==> src/rtl/pgs_pkg.sv <==
package pgs_pkg;

    typedef enum logic [3:0] {
        S_IDLE,
        S_PS_SET,
        S_PS_WE,
        S_PS_HOLD,
        S_FETCH,
        S_PULSE,
        S_VERIFY,
        S_MARGIN,
        S_ADV,
        S_CK_READ,
        S_DONE,
        S_FAIL
    } pgs_state_e;

    // level codes of the shared output-enable / program-voltage pin
    typedef enum logic [1:0] {
        OVP_READ = 2'd0,
        OVP_IDLE = 2'd1,
        OVP_PROG = 2'd2
    } pgs_ovp_e;

endpackage

==> src/rtl/pgs_pulse_timer.sv <==
module pgs_pulse_timer #(
    parameter int W = 8
) (
    input  logic         clk,
    input  logic         rst_n,
    input  logic         load_i,
    input  logic [W-1:0] val_i,
    input  logic         dec_i,
    output logic         zero_o
);
    logic [W-1:0] cnt_d, cnt_q;

    always_comb begin
        cnt_d = cnt_q;
        if (load_i) begin
            cnt_d = val_i;
        end else if (dec_i && (cnt_q != '0)) begin
            cnt_d = cnt_q - W'(1);
        end
    end

    always_ff @(posedge clk or negedge rst_n) begin
        if (!rst_n) begin
            cnt_q <= '0;
        end else begin
            cnt_q <= cnt_d;
        end
    end

    assign zero_o = (cnt_q == '0);
endmodule

==> src/rtl/pgs_addr_walker.sv <==
module pgs_addr_walker #(
    parameter int ADDR_W = 16,
    parameter int PAGE_W = 2,
    localparam int OFF_W = ADDR_W - PAGE_W
) (
    input  logic              clk,
    input  logic              rst_n,
    input  logic              clr_i,
    input  logic              inc_i,
    output logic [ADDR_W-1:0] addr_o,
    output logic [PAGE_W-1:0] page_o,
    output logic [OFF_W-1:0]  off_o,
    output logic              last_o,
    output logic              page_end_o
);
    logic [ADDR_W-1:0] addr_d, addr_q;

    always_comb begin
        addr_d = addr_q;
        if (clr_i) begin
            addr_d = '0;
        end else if (inc_i) begin
            addr_d = addr_q + ADDR_W'(1);
        end
    end

    always_ff @(posedge clk or negedge rst_n) begin
        if (!rst_n) begin
            addr_q <= '0;
        end else begin
            addr_q <= addr_d;
        end
    end

    assign addr_o     = addr_q;
    assign page_o     = addr_q[ADDR_W-1 -: PAGE_W];
    assign off_o      = addr_q[OFF_W-1:0];
    assign last_o     = &addr_q;
    assign page_end_o = &addr_q[OFF_W-1:0];
endmodule

==> src/rtl/pgs_prog_seq.sv <==
module pgs_prog_seq
    import pgs_pkg::*;
#(
    parameter int ADDR_W      = 16,
    parameter int PAGE_W      = 2,
    parameter int DATA_W      = 8,
    parameter int PULSE_CYC   = 50000,
    parameter int MAX_PULSES  = 25,
    parameter int MARGIN_MULT = 3,
    localparam int OFF_W      = ADDR_W - PAGE_W
) (
    input  logic              clk,
    input  logic              rst_n,
    input  logic              start_i,
    output logic              busy_o,
    output logic              done_o,
    output logic              fail_o,
    output logic              chk_fail_o,
    output logic [ADDR_W-1:0] fail_addr_o,
    output logic              src_req_o,
    output logic [ADDR_W-1:0] src_addr_o,
    input  logic [DATA_W-1:0] src_data_i,
    output logic              mark_req_o,
    output logic [PAGE_W-1:0] mark_page_o,
    input  logic [OFF_W-1:0]  mark_off_i,
    input  logic [DATA_W-1:0] mark_data_i,
    output logic              dev_ce_n_o,
    output logic [1:0]        dev_ovp_o,
    output logic              dev_we_n_o,
    output logic [OFF_W-1:0]  dev_addr_o,
    output logic [DATA_W-1:0] dev_dq_o,
    input  logic [DATA_W-1:0] dev_dq_i
);
    localparam int PCNT_W = $clog2(MAX_PULSES + 1);
    localparam int TMR_W  = $clog2(MARGIN_MULT * MAX_PULSES * PULSE_CYC + 1);
    localparam logic [TMR_W-1:0]  PULSE_LAST = TMR_W'(PULSE_CYC - 1);
    localparam logic [TMR_W-1:0]  MARGIN_UNIT = TMR_W'(MARGIN_MULT * PULSE_CYC);
    localparam logic [PCNT_W-1:0] PCNT_MAX = PCNT_W'(MAX_PULSES);
    localparam logic [PAGE_W-1:0] PAGE_LAST = '1;

    typedef struct packed {
        pgs_state_e        st;
        logic [DATA_W-1:0] data;
        logic [PCNT_W-1:0] pcnt;
        logic              chk;
        logic [PAGE_W-1:0] ck_page;
        logic              fail;
        logic              chk_fail;
        logic [ADDR_W-1:0] fail_addr;
    } ctl_t;

    ctl_t ctl_d, ctl_q;

    logic              tmr_load, tmr_dec, tmr_zero;
    logic [TMR_W-1:0]  tmr_val;
    logic              walk_clr, walk_inc;
    logic [ADDR_W-1:0] walk_addr;
    logic [PAGE_W-1:0] walk_page;
    logic [OFF_W-1:0]  walk_off;
    logic              walk_last, walk_page_end;
    logic [TMR_W-1:0]  margin_last;
    logic [PAGE_W-1:0] sel_page;
    pgs_ovp_e          ovp;

    pgs_pulse_timer #(.W(TMR_W)) u_tmr (
        .clk    (clk),
        .rst_n  (rst_n),
        .load_i (tmr_load),
        .val_i  (tmr_val),
        .dec_i  (tmr_dec),
        .zero_o (tmr_zero)
    );

    pgs_addr_walker #(.ADDR_W(ADDR_W), .PAGE_W(PAGE_W)) u_walk (
        .clk        (clk),
        .rst_n      (rst_n),
        .clr_i      (walk_clr),
        .inc_i      (walk_inc),
        .addr_o     (walk_addr),
        .page_o     (walk_page),
        .off_o      (walk_off),
        .last_o     (walk_last),
        .page_end_o (walk_page_end)
    );

    assign margin_last = MARGIN_UNIT * TMR_W'(ctl_q.pcnt) - TMR_W'(1);

    always_comb begin
        ctl_d    = ctl_q;
        tmr_load = 1'b0;
        tmr_val  = PULSE_LAST;
        tmr_dec  = 1'b0;
        walk_clr = 1'b0;
        walk_inc = 1'b0;

        case (ctl_q.st)
            S_IDLE, S_DONE, S_FAIL: begin
                if (ctl_q.st == S_DONE) begin
                    ctl_d.st = S_IDLE;
                end
                if (start_i) begin
                    ctl_d.st        = S_PS_SET;
                    ctl_d.fail      = 1'b0;
                    ctl_d.chk_fail  = 1'b0;
                    ctl_d.fail_addr = '0;
                    ctl_d.chk       = 1'b0;
                    ctl_d.ck_page   = '0;
                    walk_clr        = 1'b1;
                end
            end
            S_PS_SET:  ctl_d.st = S_PS_WE;
            S_PS_WE:   ctl_d.st = S_PS_HOLD;
            S_PS_HOLD: ctl_d.st = ctl_q.chk ? S_CK_READ : S_FETCH;
            S_FETCH: begin
                ctl_d.data = src_data_i;
                ctl_d.pcnt = PCNT_W'(1);
                tmr_load   = 1'b1;
                tmr_val    = PULSE_LAST;
                ctl_d.st   = S_PULSE;
            end
            S_PULSE: begin
                tmr_dec = 1'b1;
                if (tmr_zero) begin
                    ctl_d.st = S_VERIFY;
                end
            end
            S_VERIFY: begin
                if (dev_dq_i == ctl_q.data) begin
                    tmr_load = 1'b1;
                    tmr_val  = margin_last;
                    ctl_d.st = S_MARGIN;
                end else if (ctl_q.pcnt == PCNT_MAX) begin
                    ctl_d.fail      = 1'b1;
                    ctl_d.fail_addr = walk_addr;
                    ctl_d.st        = S_FAIL;
                end else begin
                    ctl_d.pcnt = ctl_q.pcnt + PCNT_W'(1);
                    tmr_load   = 1'b1;
                    tmr_val    = PULSE_LAST;
                    ctl_d.st   = S_PULSE;
                end
            end
            S_MARGIN: begin
                tmr_dec = 1'b1;
                if (tmr_zero) begin
                    ctl_d.st = S_ADV;
                end
            end
            S_ADV: begin
                if (walk_last) begin
                    ctl_d.chk     = 1'b1;
                    ctl_d.ck_page = '0;
                    ctl_d.st      = S_PS_SET;
                end else begin
                    walk_inc = 1'b1;
                    ctl_d.st = walk_page_end ? S_PS_SET : S_FETCH;
                end
            end
            S_CK_READ: begin
                if (dev_dq_i != mark_data_i) begin
                    ctl_d.fail      = 1'b1;
                    ctl_d.chk_fail  = 1'b1;
                    ctl_d.fail_addr = {ctl_q.ck_page, mark_off_i};
                    ctl_d.st        = S_FAIL;
                end else if (ctl_q.ck_page == PAGE_LAST) begin
                    ctl_d.st = S_DONE;
                end else begin
                    ctl_d.ck_page = ctl_q.ck_page + PAGE_W'(1);
                    ctl_d.st      = S_PS_SET;
                end
            end
            default: ctl_d.st = S_IDLE;
        endcase
    end

    always_ff @(posedge clk or negedge rst_n) begin
        if (!rst_n) begin
            ctl_q <= '{st: S_IDLE, default: '0};
        end else begin
            ctl_q <= ctl_d;
        end
    end

    // output decode from the registered state
    assign sel_page = ctl_q.chk ? ctl_q.ck_page : walk_page;

    always_comb begin
        case (ctl_q.st)
            S_PULSE, S_MARGIN:   ovp = OVP_PROG;
            S_VERIFY, S_CK_READ: ovp = OVP_READ;
            default:             ovp = OVP_IDLE;
        endcase
    end

    always_comb begin
        case (ctl_q.st)
            S_PS_SET, S_PS_WE, S_PS_HOLD: dev_dq_o = DATA_W'(sel_page);
            S_PULSE, S_MARGIN:            dev_dq_o = ctl_q.data;
            default:                      dev_dq_o = '0;
        endcase
    end

    assign dev_ovp_o   = ovp;
    assign dev_ce_n_o  = (ctl_q.st == S_IDLE) || (ctl_q.st == S_DONE) || (ctl_q.st == S_FAIL);
    assign dev_we_n_o  = (ctl_q.st != S_PS_WE);
    assign dev_addr_o  = (ctl_q.st == S_CK_READ) ? mark_off_i : walk_off;
    assign busy_o      = !dev_ce_n_o;
    assign done_o      = (ctl_q.st == S_DONE);
    assign fail_o      = ctl_q.fail;
    assign chk_fail_o  = ctl_q.chk_fail;
    assign fail_addr_o = ctl_q.fail_addr;
    assign src_req_o   = (ctl_q.st == S_FETCH);
    assign src_addr_o  = walk_addr;
    assign mark_req_o  = (ctl_q.st == S_CK_READ);
    assign mark_page_o = ctl_q.ck_page;
endmodule

==> config.mk <==
export PLATFORM = sky130hd
export DESIGN_NAME = pgs_prog_seq
export DESIGN_NICKNAME = d
export VERILOG_FILES = /design/src/rtl/pgs_pkg.sv /design/src/rtl/pgs_pulse_timer.sv /design/src/rtl/pgs_addr_walker.sv /design/src/rtl/pgs_prog_seq.sv
export SDC_FILE = /design/constraint.sdc
export NUM_CORES = 1
export LEC_CHECK = 0
export BUFFER_PORTS_ARGS = -buffer_cell sky130_fd_sc_hd__buf_2
export CAP_MARGIN = 0
export CORE_AREA = 2 2 149 151
export CTS_BUF_LIST = sky130_fd_sc_hd__clkbuf_8 sky130_fd_sc_hd__clkbuf_16
export DETAILED_ROUTE_END_ITERATION = 16
export DIE_AREA = 0 0 151 153
export SLEW_MARGIN = 5
export SYNTH_ARGS = -nofsm -noshare
export SYNTH_HDL_FRONTEND = slang
export SYNTH_SLANG_ARGS = --single-unit
==> constraint.sdc <==
create_clock -name clk -period 5.9 [get_ports clk]
set_input_delay 1.77 -clock clk [delete_from_list [all_inputs] [get_ports clk]]
set_output_delay 1.77 -clock clk [all_outputs]
set_load 0.05 [all_outputs]
==> summary by stage, run 1 <==
Placed design
The count of input and output buffers is 106. OpenSTA, run right after detailed placement, puts the worst setup slack at 773.3 ps. Detailed placement ended at an HPWL of 11980 um. The final RePlAce weighted congestion is 0.8399.

Synthesis
The number of standard cells after synthesis is 717. The most common cell in the synthesized netlist is sky130_fd_sc_hd__dfrtp_1. The area of the mapped netlist is 0.006163 sq mm. The share of synthesized flip-flops with an asynchronous set or reset is 1.000. After synthesis, the mean cell area works out to 8.596 sq um. The number of enable-type register cells in the synthesized netlist is 0. Of the post-synthesis cell area, the dominant cell type holds 0.3086. The synthesized design contains 76 register bits. By area the synthesized netlist is led by sky130_fd_sc_hd__dfrtp_1 (31%), sky130_fd_sc_hd__ha_1 (7.3%), sky130_fd_sc_hd__xor2_1 (5.3%). The unique cell type count in the Yosys netlist is 81.

The largest total area in the synthesized netlist belongs to sky130_fd_sc_hd__dfrtp_1. The share of the yosys chip area belonging to registers is 0.3086. During synthesis, Yosys emitted a total of 0 warnings. The net count of the mapped netlist is 802.

The most used flip-flop cell after synthesis is sky130_fd_sc_hd__dfrtp_1. By count the netlist is led by sky130_fd_sc_hd__dfrtp_1 (76), sky130_fd_sc_hd__nor2_1 (65), sky130_fd_sc_hd__nand2_1 (61).

Worst setup path
The critical-path maximum fanout is 11. The nature of the critical path startpoint is a flop. The category of cells accounting for the largest share of critical-path delay is adder cells. The capture point of the worst reg-to-reg path is u_tmr.cnt_q[20]$_DFFE_PN0P_. The worst register-to-register path begins at ctl_q[25]$_DFFE_PN0P_. The flop-to-flop setup slack is 780 ps.

The start point of the critical path is ctl_q[25]$_DFFE_PN0P_. The critical path goes through fa_1 > inv_1 > fa_1 > fa_1 > inv_1 > ha_1 > a21oi_1 > o221a_2 > o311ai_0 > xnor2_1 > o211ai_2 > or4_4 > o211a_1 > nor3_1. In this run the worst setup path terminates at u_tmr.cnt_q[20]$_DFFE_PN0P_.

The critical path data required time is 6160 ps. Measured in cells, the most critical reg-to-reg path has a length of 14. Data on the critical path arrives at its endpoint at 5380 ps. The cell type with the highest occurrence count on the critical path is sky130_fd_sc_hd__fa_1. The delay of the slowest cell on the worst path is 620 ps. The slowest stage of the critical path is the sky130_fd_sc_hd__fa_1 cell. The critical path depth in cells is 14. Together, buffers and inverters on the worst path number 2. The worst setup path is of the flop to flop kind. The worst setup path is captured at a flop.

CTS
The number of hold-repair buffers added at the cts stage is 0. At the later pin of the worst-skew pair, clock insertion delay measures 340 ps. Clock tree synthesis inserted a total of 9 buffers.

TritonCTS built the clock tree. The tree is rooted in a sky130_fd_sc_hd__clkbuf_16. Once the clock tree was built, the resizer swapped 0 gates to a different size. After clock tree synthesis, the clock-pin slew on the worst setup and hold paths is 60 ps. In this run the post-CTS setup repair buffer count came out at 0. In this run the deepest clock path goes through 2 buffers. Clock tree synthesis found a total of 76 sinks. The clock tree synthesis step divided the H-tree into 3 levels.

Worst hold path
The path type of the worst min-delay path is flop to flop. Along the worst hold path, the cell count comes to 2.

Timing
The time the worst path needs with I/O delays and setup is 5118 ps. The worst-margin pin slew is 1095 ps. The total negative slack is 0 ps. The share of the cycle needed by the critical path after routing is 0.8674. The highest attainable clock frequency is 0.1954 GHz.

In this run the tightest slew margin relative to its limit is 0.2680. For the final database, setup skew stands at 9.033 ps. Setup repair after global routing left no endpoint under its margin. The final-report max-slew violation count was 0. The number of setup violations in the final report is 0. The final hold violation count is 0. Across all setup checks in the final design, the least slack found is 782.4 ps.

Global routing
The overflow left after global routing is 0. Across every metal layer, demand over resource in global routing totals 0.1359. The pin count of the biggest net entering global routing is 77.

The via count of the first global-routing pass is 5016. The global-route wire length before repair is 25470 um. The number of antenna violations at the first check in global routing came to 0.

Floorplanning
The placeable core region is 0.02149 sq mm. The initial utilization of the core area, before any placement, comes to 0.2869. The horizontal die dimension is 151 um. The die height is 153 um. The die area is 0.02310 sq mm. The number of ports placed on the die boundary is 107. The number of placement rows is 54.

Route
The number of detailed-routing iterations run before antenna repair is 5. The total vias in the final route is 5418. After detailed routing, the number of remaining DRC violations is 0.

The total wire length is 15730 um. For this block, the initial DRC count from the detailed router was 211. After detailed routing, the number of vias per cell comes to 5.017. The detail route stage leaves a number of antenna-violating nets equal to 0. The routed length per instance is 14.56 um.

Finish
In the final layout, the share of cells above drive strength 1 is 0.2325. The net count reported at finish is 880. Relative to the synthesized area, the layout overhead comes to 16.57%.

The repair_antennas step left the layout with diodes totalling 0. The final core utilization is 0.3344.

Pwr
For this design the static power due to leakage is 3.260 nW. The peak ir drop on the vdd network is 112.9 uV. In this run the power density over the cells is 169.0 mW/mm^2.

Flow run
The tool flagged a number of max-cap violations equal to 0.

Status
The flow ran to the end, and the final reports show no timing, DRC or antenna violations.
-- worst min-delay path by stage --
stage | start | endpoint
detailed placement | fail_addr_o[6]$_DFFE_PN0P_ | fail_addr_o[6]$_DFFE_PN0P_
floorplan | fail_addr_o[0]$_DFFE_PN0P_ | fail_addr_o[0]$_DFFE_PN0P_
global route | fail_addr_o[6]$_DFFE_PN0P_ | fail_addr_o[6]$_DFFE_PN0P_
CTS | fail_addr_o[6]$_DFFE_PN0P_ | fail_addr_o[6]$_DFFE_PN0P_
global placement | fail_addr_o[10]$_DFFE_PN0P_ | fail_addr_o[10]$_DFFE_PN0P_
finish | fail_addr_o[0]$_DFFE_PN0P_ | fail_addr_o[0]$_DFFE_PN0P_
-- placed cells by master, fill, tap and decap left out, types with 3 or more instances in the layout --
| cell type | synthesis | final |
|---|---|---|
| sky130_fd_sc_hd__a21o_2 | 3 | 3 |
| sky130_fd_sc_hd__inv_6 | 0 | 4 |
| sky130_fd_sc_hd__buf_2 | 2 | 105 |
| sky130_fd_sc_hd__o21ai_0 | 47 | 47 |
| sky130_fd_sc_hd__buf_4 | 20 | 10 |
| sky130_fd_sc_hd__xnor2_1 | 20 | 20 |
| sky130_fd_sc_hd__nand3_1 | 23 | 23 |
| sky130_fd_sc_hd__nor4_1 | 15 | 15 |
| sky130_fd_sc_hd__a22o_1 | 3 | 3 |
| sky130_fd_sc_hd__o21a_1 | 3 | 3 |
| sky130_fd_sc_hd__a31oi_1 | 4 | 4 |
| sky130_fd_sc_hd__inv_1 | 41 | 41 |
| sky130_fd_sc_hd__o211ai_1 | 4 | 4 |
| sky130_fd_sc_hd__and3_1 | 12 | 12 |
| sky130_fd_sc_hd__nor3_1 | 24 | 22 |
| sky130_fd_sc_hd__a21o_1 | 10 | 10 |
| sky130_fd_sc_hd__nand4_1 | 9 | 9 |
| sky130_fd_sc_hd__nand2_1 | 61 | 61 |
| sky130_fd_sc_hd__nand2b_1 | 6 | 6 |
| sky130_fd_sc_hd__o22ai_1 | 7 | 7 |
| sky130_fd_sc_hd__nor2_1 | 65 | 64 |
| sky130_fd_sc_hd__a21oi_1 | 41 | 41 |
| sky130_fd_sc_hd__mux2i_1 | 5 | 5 |
| sky130_fd_sc_hd__o21bai_1 | 4 | 4 |
| sky130_fd_sc_hd__clkbuf_16 | 0 | 9 |
| sky130_fd_sc_hd__ha_1 | 36 | 36 |
| sky130_fd_sc_hd__xor2_1 | 37 | 37 |
| sky130_fd_sc_hd__a22oi_1 | 17 | 17 |
| sky130_fd_sc_hd__mux2_2 | 22 | 22 |
| sky130_fd_sc_hd__dfrtp_1 | 76 | 76 |
| sky130_fd_sc_hd__or3_1 | 4 | 4 |
| sky130_fd_sc_hd__fa_1 | 8 | 8 |
-- through the flow --
step | cell area (sq um) | hold WS, ps | power (mW) | std cells
floorplan | 6163 | 451.0 | 0.6062 | 717
global placement | 6879 | 457.5 | 0.6497 | 1064
detailed placement | 6879 | 467.8 | 0.6507 | 1064
CTS | 7184 | 482.9 | 1.228 | 1080
global route | 7184 | 513.1 | 1.260 | 1080
finish | 7184 | 475.7 | 1.214 | 1080
-- state kept, by name, summed over array words and instances, names as in the netlist --
register and cells:
fail_addr_o 16, ctl_q 18, fail_o 1, u_walk.addr_o 16
u_tmr.cnt_q 22, mark_page_o 2, chk_fail_o 1
-- routing by layer --
metal,GRT usage,share of wire,up-vias
li1,-,-,2715
met1,0.1820,0.47,2585
met2,0.2232,0.47,102
met3,0.02209,0.041,16
met4,0.04317,0.014,0
met5,0,0,-
-- worst register-to-register path: cells and delay by family, from the launching register on --
kind / cells / cell delay [ps]
AO/OA/AOI/OAI: 5 / 1360
XOR/XNOR: 1 / 210
adder cells (fa/ha/maj): 4 / 2040
buffers and inverters: 2 / 140
flip-flops: 1 / 520
AND/OR/NAND/NOR: 2 / 750
-- power breakdown --
| group | total, mW | internal [mW] | leakage [nW] | switching [mW] |
|---|---|---|---|---|
| clock network | 0.574 | 0.334 | 0.143 | 0.241 |
| registers | 0.539 | 0.527 | 0.948 | 0.0121 |
| logic | 0.100 | 0.0297 | 2.17 | 0.0706 |
| total | 1.21 | 0.891 | 3.26 | 0.323 |
-- area by class of cell --
cell class | count | area [sq um]
fill | 2296 | 14300
multi-input combinational | 552 | 3872
sequential | 76 | 1902
timing repair buffer | 115 | 600.6
tap | 280 | 350.3
clock buffer | 9 | 225.2
inverter | 41 | 153.9
clock inverter | 7 | 80.08
-- cell families after synthesis --
kind of cell | count (synthesis) | synth area share
adders and majority gates | 44 | 0.09907
muxes | 27 | 0.04832
and+or+nand+nor | 243 | 0.1957
xor gates and xnor gates | 57 | 0.08100
buffers and inverters | 89 | 0.06801
AOI/OAI and AO/OA | 181 | 0.1994
DFF | 76 | 0.3086
Power figures use the tool's default switching activity.
==> run 2: changes to the inputs <==
CELL_PAD_IN_SITES_DETAIL_PLACEMENT = 1   (was unset)
CELL_PAD_IN_SITES_GLOBAL_PLACEMENT = 1   (was unset)
PLACE_DENSITY_LB_ADDON = 0.1   (was unset)
==> run 2 against run 1 <==
Compared with the run above:
- clock power decreased by 2%
- fmax decreased by 0.64%
- cell count decreased by 0.19%
- setup slack got worse by 33 ps
- clock skew increased by 2.3 ps
- routed wire length increased by 21%
- hold slack about the same
- combinational power about the same
- register-to-register slack got worse by 30 ps
- critical path depth unchanged
- core utilization decreased by 0.12 points
==> summary by stage, run 2 (synthesized netlist as in run 1, its figures left out) <==
Status
The flow ran to the end, and the final reports show no timing, DRC or antenna violations.

CTS
In this run the post-CTS setup repair buffer count came out at 0. The total number of clock tree sinks is 76. The total clock buffers created by CTS is 9. The root buffer selected by CTS is sky130_fd_sc_hd__clkbuf_16. The clock-pin slew on the worst setup and hold paths is 70 ps.

The H-tree was split into 3 levels. The later pin in the worst-skew pair is clocked with a latency of 350 ps. The post-CTS resize count is 0. In this run, post-CTS hold repair placed 0 buffers. The clock tree from TritonCTS is done. The maximum buffer depth of the clock tree is 2.

Placed design
The detailed-placement wirelength estimate is 14500 um. The instance area after placement is 0.006869 sq mm. The final RePlAce weighted congestion is 0.8223. OpenSTA, run right after detailed placement, puts the worst setup slack at 727.2 ps. Buffers placed on the I/O ports in this run total 106.

Flow run
Across the run, the number of max-cap violations was 0.

Worst setup path
Of all nets on the critical path, the largest fanout is 11. The worst register-to-register path ends at u_tmr.cnt_q[20]$_DFFE_PN0P_. The termination of the worst setup path is u_tmr.cnt_q[20]$_DFFE_PN0P_. The data arrival time at the worst-slack endpoint is 5410 ps. The kind of capture point of the worst setup path is a flop. The launching point of the worst reg2reg path is ctl_q[25]$_DFFE_PN0P_. Measured in cells, the most critical reg-to-reg path has a length of 14. The most critical setup path has its startpoint at ctl_q[25]$_DFFE_PN0P_.

At the worst endpoint, the required time is 6160 ps. The nature of the critical path startpoint is a flop. The start-to-end type of the worst setup path is flop to flop. For flop-to-flop paths, the worst setup slack is 750 ps.

Route
For this run, the detailed router's first-pass iteration total came to 4. Summed over all layers, the routed wires come to 19100 um. In this run the remaining antenna-violating nets after routing total 0. The routed length per instance is 17.72 um.

For this run, design rule violations remaining after detail routing come to 0. In this run, the number of DRC markers left after iteration 0 of detailed routing was 219. The total vias in the final route is 5672. Dividing the detail-routed via count by the number of cells gives 5.262.

Timing
The share of the cycle needed by the critical path after routing is 0.8730. In the post-route analysis, the smallest setup slack over all paths is 749.5 ps. The headroom to the max-slew limit is 0.2287.

The clock arrives with 11.32 ps of skew. The number of setup violations in the final report is 0. The highest attainable clock frequency is 0.1942 GHz.

The final-report max-slew violation count was 0. The final hold violation count is 0. For the final routed database, the setup TNS stands at 0 ps. Setup repair after global routing left no endpoint under its margin. At the pin with the least slew margin, the transition time is 1154 ps. Subtracting the final worst setup slack from the clock period gives 5150 ps.

Pwr
Of the total power, the share spent switching nets is 0.2906. The combinational power share is 0.084. The internal power is 0.8525 mW.

Summed over all cells, the static leakage comes to 3.246 nW. The part of the power in registers is 0.449. For this design the total switching power over the nets is 0.3492 mW. The proportion of power drawn by the clock network is 0.466. The peak ir drop on the vdd network is 103.1 uV. The power density over the cells is 167.8 mW/mm^2.

Worst hold path
In this run the most critical hold path is launched from fail_addr_o[3]$_DFFE_PN0P_. The path type of the worst min-delay path is flop to flop.

Global routing
The number of antenna violations at the first check in global routing is 0. The overall fraction of global-route tracks in use is 0.1691. Entering global routing, the biggest net connects 77 pins. The first global-routing pass estimated 31330 um of wire. The via count of the first global-routing pass is 5873. The total overflow left after global routing is 0.

Floorplanning
After floorplanning, the core was sized to cover 0.02149 sq mm. The number of ports placed on the die boundary is 107. The initial cell density of the core is 0.2869. The die is 151 um wide. The number of placement rows is 54.

The die height is 153 um. The floorplan step defined a die boundary enclosing 0.02310 sq mm.

Finish
The register with the most flip-flops in the layout has 22 of them. Leaving out fill and tap cells, the most frequent cell in the layout is sky130_fd_sc_hd__buf_2. The top cell types in the final layout, fill and taps aside, are sky130_fd_sc_hd__buf_2 (105), sky130_fd_sc_hd__dfrtp_1 (76), sky130_fd_sc_hd__nor2_1 (64), sky130_fd_sc_hd__nand2_1 (61), sky130_fd_sc_hd__o21ai_0 (47). The fraction of layout instances using a drive strength above 1 is 0.2318. The net count reported at finish is 878. The layout overhead on the synthesized area is 16.16%.

The largest registers in the layout are u_tmr.cnt_q: 22 flops, ctl_q: 18 flops. The largest register by flop count is u_tmr.cnt_q. The final non-filler cell area is 0.007159 sq mm. The number of antenna diodes in the final layout is 0.
[run 2: changes by cell type in the layout (fill, tap and decap cells not counted)]
cell                         delta
sky130_fd_sc_hd__buf_4          -2
sky130_fd_sc_hd__clkinv_4       +2
sky130_fd_sc_hd__inv_6          -2
sky130_fd_sc_hd__inv_8          +2
sky130_fd_sc_hd__bufinv_16      -1
sky130_fd_sc_hd__clkinvlp_4     -1
sky130_fd_sc_hd__nor3_1         -1
sky130_fd_sc_hd__nor3_2         +1
[run 2: layout make-up]
cell class	instances	area (sq um)
well taps	280	350.3
repair buffers	113	585.6
inverters	41	153.9
flip-flops and latches	76	1902
fillers	2545	14330
clock buffers	9	225.2
clock inverters	7	65.06
multi-input cells	552	3877
[run 2: power groups by stage]
stage          Combinational [mW]  Clock, mW  Sequential, mW
2_1_floorplan              0.0403          0           0.566
3_3_place_gp                0.102          0           0.550
3_5_place_dp                0.103          0           0.550
4_1_cts                     0.103      0.575           0.540
5_1_grt                     0.110      0.595           0.542
6_report                    0.102      0.560           0.540
[run 2: worst min-delay path by stage]
stage	end	depth (start not counted)
4_1_cts	fail_addr_o[3]$_DFFE_PN0P_	2
3_3_place_gp	fail_addr_o[10]$_DFFE_PN0P_	2
5_1_grt	fail_addr_o[13]$_DFFE_PN0P_	2
3_5_place_dp	fail_addr_o[3]$_DFFE_PN0P_	2
2_1_floorplan	fail_addr_o[0]$_DFFE_PN0P_	2
6_report	fail_addr_o[3]$_DFFE_PN0P_	2
[run 2: routing by layer]
metal	routed length (um)	share of wire	up-vias	track usage
met1	9085	0.48	2813	0.2323
met4	206	0.011	0	0.03916
li1	-	-	2715	-
met3	812	0.043	18	0.02388
met5	0	0	-	0
met2	8995	0.47	126	0.2805
[run 2: stage by stage]
stage / utilization / cells / hold WS (ps) / power [mW]
after detailed placement: 0.3197 / 1062 / 466.8 / 0.6532
after floorplan: - / 717 / 451.0 / 0.6062
after CTS: 0.3332 / 1078 / 483.7 / 1.218
after global routing: 0.3332 / 1078 / 494.3 / 1.247
after global placement: 0.3197 / 1062 / 455.8 / 0.6522
final: 0.3332 / 1078 / 475.4 / 1.202
[run 2: worst max-delay path, stage by stage, from the launching register on]
cell and delay [ps]:
sky130_fd_sc_hd__dfrtp_1 540, sky130_fd_sc_hd__fa_1 620, sky130_fd_sc_hd__inv_1 100, sky130_fd_sc_hd__fa_1 480
sky130_fd_sc_hd__fa_1 520, sky130_fd_sc_hd__inv_1 40, sky130_fd_sc_hd__ha_1 430, sky130_fd_sc_hd__a21oi_1 120
sky130_fd_sc_hd__o221a_2 300, sky130_fd_sc_hd__o311ai_0 580, sky130_fd_sc_hd__xnor2_1 200, sky130_fd_sc_hd__o211ai_2 140
sky130_fd_sc_hd__or4_4 590, sky130_fd_sc_hd__o211a_1 220, sky130_fd_sc_hd__nor3_1 180
==> run 3: changes to the inputs <==
MAX_ROUTING_LAYER = met4   (was unset)
==> run 3 against run 2 <==
Compared with the run above:
- first-iteration DRC count fell by 6.4%
- cell area fell by 0.10%
- register-to-register slack got worse by 20 ps
- die area did not move
- fmax fell by 0.48%
- routed wire length rose by 0.75%
- critical path type unchanged
==> summary by stage, run 3 (synthesized netlist as in run 1, its figures left out) <==
Finish
The register with the most flip-flops in the layout has 22 of them. The final core utilization is 0.3329. The fraction of layout instances using a drive strength above 1 is 0.2318.

The library cells used most frequently in the layout, excluding fill and tap cells, are sky130_fd_sc_hd__buf_2 (105), sky130_fd_sc_hd__dfrtp_1 (76), sky130_fd_sc_hd__nor2_1 (64), sky130_fd_sc_hd__nand2_1 (61), sky130_fd_sc_hd__o21ai_0 (47). The final cell count without fillers is 1078. The filler cell count in the final layout is 2570. The repair_antennas step left the layout with diodes totalling 0.

The largest register by flop count is u_tmr.cnt_q. Leaving out fill and tap cells, the most frequent cell in the layout is sky130_fd_sc_hd__buf_2. The largest registers in the layout are u_tmr.cnt_q: 22 flops, ctl_q: 18 flops. From synthesis to final layout, the design area changed by 16.04%. The net count reported at finish is 878.

Timing
For the final routed database, the setup TNS stands at 0 ps. The final-report max-slew violation count was 0. For the pin with the worst max-slew slack, the measured transition is 1161 ps.

For the final database, setup skew stands at 8.580 ps. The final hold violation count was 0. The worst pin sits at a relative slew slack of 0.2244.

The worst-case hold slack is 479.4 ps. Static timing analysis puts the maximum clock frequency at 0.1932 GHz. The share of the cycle needed by the critical path after routing is 0.8771.

Setup repair after global routing left no endpoint under its margin. The time the worst path needs with I/O delays and setup is 5175 ps. The number of setup violations in the final report is 0.

CTS
The clock drives 76 sinks. The H-tree depth is 3. The clock tree from TritonCTS is done. In this run the post-CTS setup repair buffer count came out at 0. No sink is reached through more buffers than the 2 on the longest clock path. The clock latency of the later-clocked register in the worst-skew pair is 350 ps.

In this run, post-CTS repair resized a total of 0 instances. The root buffer selected by CTS is sky130_fd_sc_hd__clkbuf_16. Clock-pin slew was measured on the worst setup and hold paths at 70 ps.

Buffers inserted during clock tree synthesis total 9. The number of hold-repair buffers added at the cts stage is 0.

Route
The pre-antenna-repair detailed-routing pass consisted of 4 iterations. The detailed router finished its first iteration with 205 violations. Using the TritonRoute via totals, the vias-per-cell ratio works out to 5.167. After detailed routing, the number of remaining DRC violations is 0.

The total wire length is 19240 um. For this block, the via count after detailed routing is 5570. Dividing the detail-routed wire length by the instance count gives 17.85 um.

The detail route stage leaves a number of antenna-violating nets equal to 0.

Global routing
The first global-routing pass estimated 31560 um of wire. The overall fraction of global-route tracks in use is 0.1764. The via count of the first global-routing pass is 5842. The total overflow left after global routing is 0. Entering global routing, the biggest net connects 77 pins.

The number of antenna violations at the first check in global routing is 0.

Floorplanning
The number of ports placed on the die boundary is 107. In this run the vertical extent of the chip is 153 um. In this run the standard cell core region covers 0.02149 sq mm. The horizontal die dimension is 151 um. The number of placement rows is 54. The floorplan step defined a die boundary enclosing 0.02310 sq mm. The initial cell density of the core is 0.2869.

Pwr
The internal power is 0.8487 mW. The leakage power is 3.241 nW. The combinational power share is 0.086. Of the total power, registers draw 0.455. VDD sags by at most 109.3 uV.

The reported net switching power is 0.3388 mW. Of the total power, the share spent switching nets is 0.2853. Of the total power, the clock network draws 0.459.

The power density over the cells is 166.0 mW/mm^2.

Worst setup path
The kind of capture point of the worst setup path is a flop. The critical-path maximum fanout is 11. The critical path is of the flop to flop type. The nature of the critical path startpoint is a flop. The critical path goes through fa_1 > inv_1 > fa_1 > fa_1 > inv_1 > ha_1 > a21oi_1 > o221a_2 > o311ai_0 > xnor2_1 > o211ai_2 > or4_4 > o211a_1 > nor3_1. The number of buffers and inverters on the critical path is 2. The start point of the critical path is ctl_q[25]$_DFFE_PN0P_. The data arrival time at the worst-slack endpoint is 5440 ps. In this run the critical register-to-register path is launched from ctl_q[25]$_DFFE_PN0P_.

Counting stages on the worst path, the most repeated cell is sky130_fd_sc_hd__fa_1. For this design, the slowest cell found on the critical path is sky130_fd_sc_hd__fa_1. The critical path data required time is 6160 ps.

The delay of the slowest cell on the worst path is 620 ps. Among cell families on the critical path, the largest total delay comes from adder cells.

Placed design
Detailed placement finished with a half-perimeter wire length of 14650 um. The final RePlAce weighted congestion is 0.8358. The count of input and output buffers is 106. Counting tap cells, the placed design contains a total of 1062 instances.

Status
The flow ran to the end, and the final reports show no timing, DRC or antenna violations.

Flow run
The tool flagged a number of max-cap violations equal to 0.

Worst hold path
The critical hold path startpoint is fail_addr_o[15]$_DFFE_PN0P_. The min-delay analysis places its worst path in the category flop to flop.
[run 3: per-layer routing]
| metal | part of all wire | vias up | GRT usage |
|---|---|---|---|
| li1 | - | 2706 | - |
| met1 | 0.48 | 2755 | 0.2316 |
| met2 | 0.47 | 91 | 0.2890 |
| met3 | 0.031 | 18 | 0.01881 |
| met4 | 0.014 | 0 | 0.04762 |
| met5 | 0 | - | - |
[run 3: tightest hold or removal path: stages, from the launching register on]
cell	delay, ps
sky130_fd_sc_hd__dfrtp_1	340
sky130_fd_sc_hd__nand2_1	50
sky130_fd_sc_hd__o21ai_0	60
[run 3: per-stage QoR]
step                      instance area [sq um]  power, mW  setup WS [ps]
final                                      7152      1.188          724.9
after global placement                     6869     0.6522          853.2
after global routing                       7152      1.242          404.3
after floorplan                            6163     0.6062           1132
after CTS                                  7152      1.214          695.2
after detailed placement                   6869     0.6540          711.2
[run 3: path summary, 6_finish.rpt]
path / cells past startpoint / endpoint / slack (ps)
setup / recovery: 14 / u_tmr.cnt_q[20]$_DFFE_PN0P_ / 720
hold / removal: 2 / fail_addr_o[15]$_DFFE_PN0P_ / 480
setup reg to reg: 14 / u_tmr.cnt_q[20]$_DFFE_PN0P_ / 720
hold reg to reg: 2 / fail_addr_o[15]$_DFFE_PN0P_ / 480
max in group asynchronous: 1 / u_tmr.cnt_q[16]$_DFFE_PN0P_ / 3630
min in group asynchronous: 1 / ctl_q[27]$_DFFE_PN0P_ / 1610
[run 3: final cells by class]
class / count / area (sq um) / area share
well taps: 280 / 350.3 / 0.04899
multi-input cells: 552 / 3877 / 0.5422
clock buffers: 9 / 225.2 / 0.03149
repair buffers: 113 / 585.6 / 0.08188
flip-flops and latches: 76 / 1902 / 0.2659
clock inverters: 7 / 57.56 / 0.008048
inverters: 41 / 153.9 / 0.02152
[run 3: power groups by stage]
stage | Combinational (mW) | Sequential (mW) | Clock (mW)
CTS | 0.104 | 0.541 | 0.570
detailed placement | 0.103 | 0.551 | 0
global route | 0.110 | 0.542 | 0.590
global placement | 0.102 | 0.550 | 0
floorplan | 0.0403 | 0.566 | 0
finish | 0.102 | 0.540 | 0.545
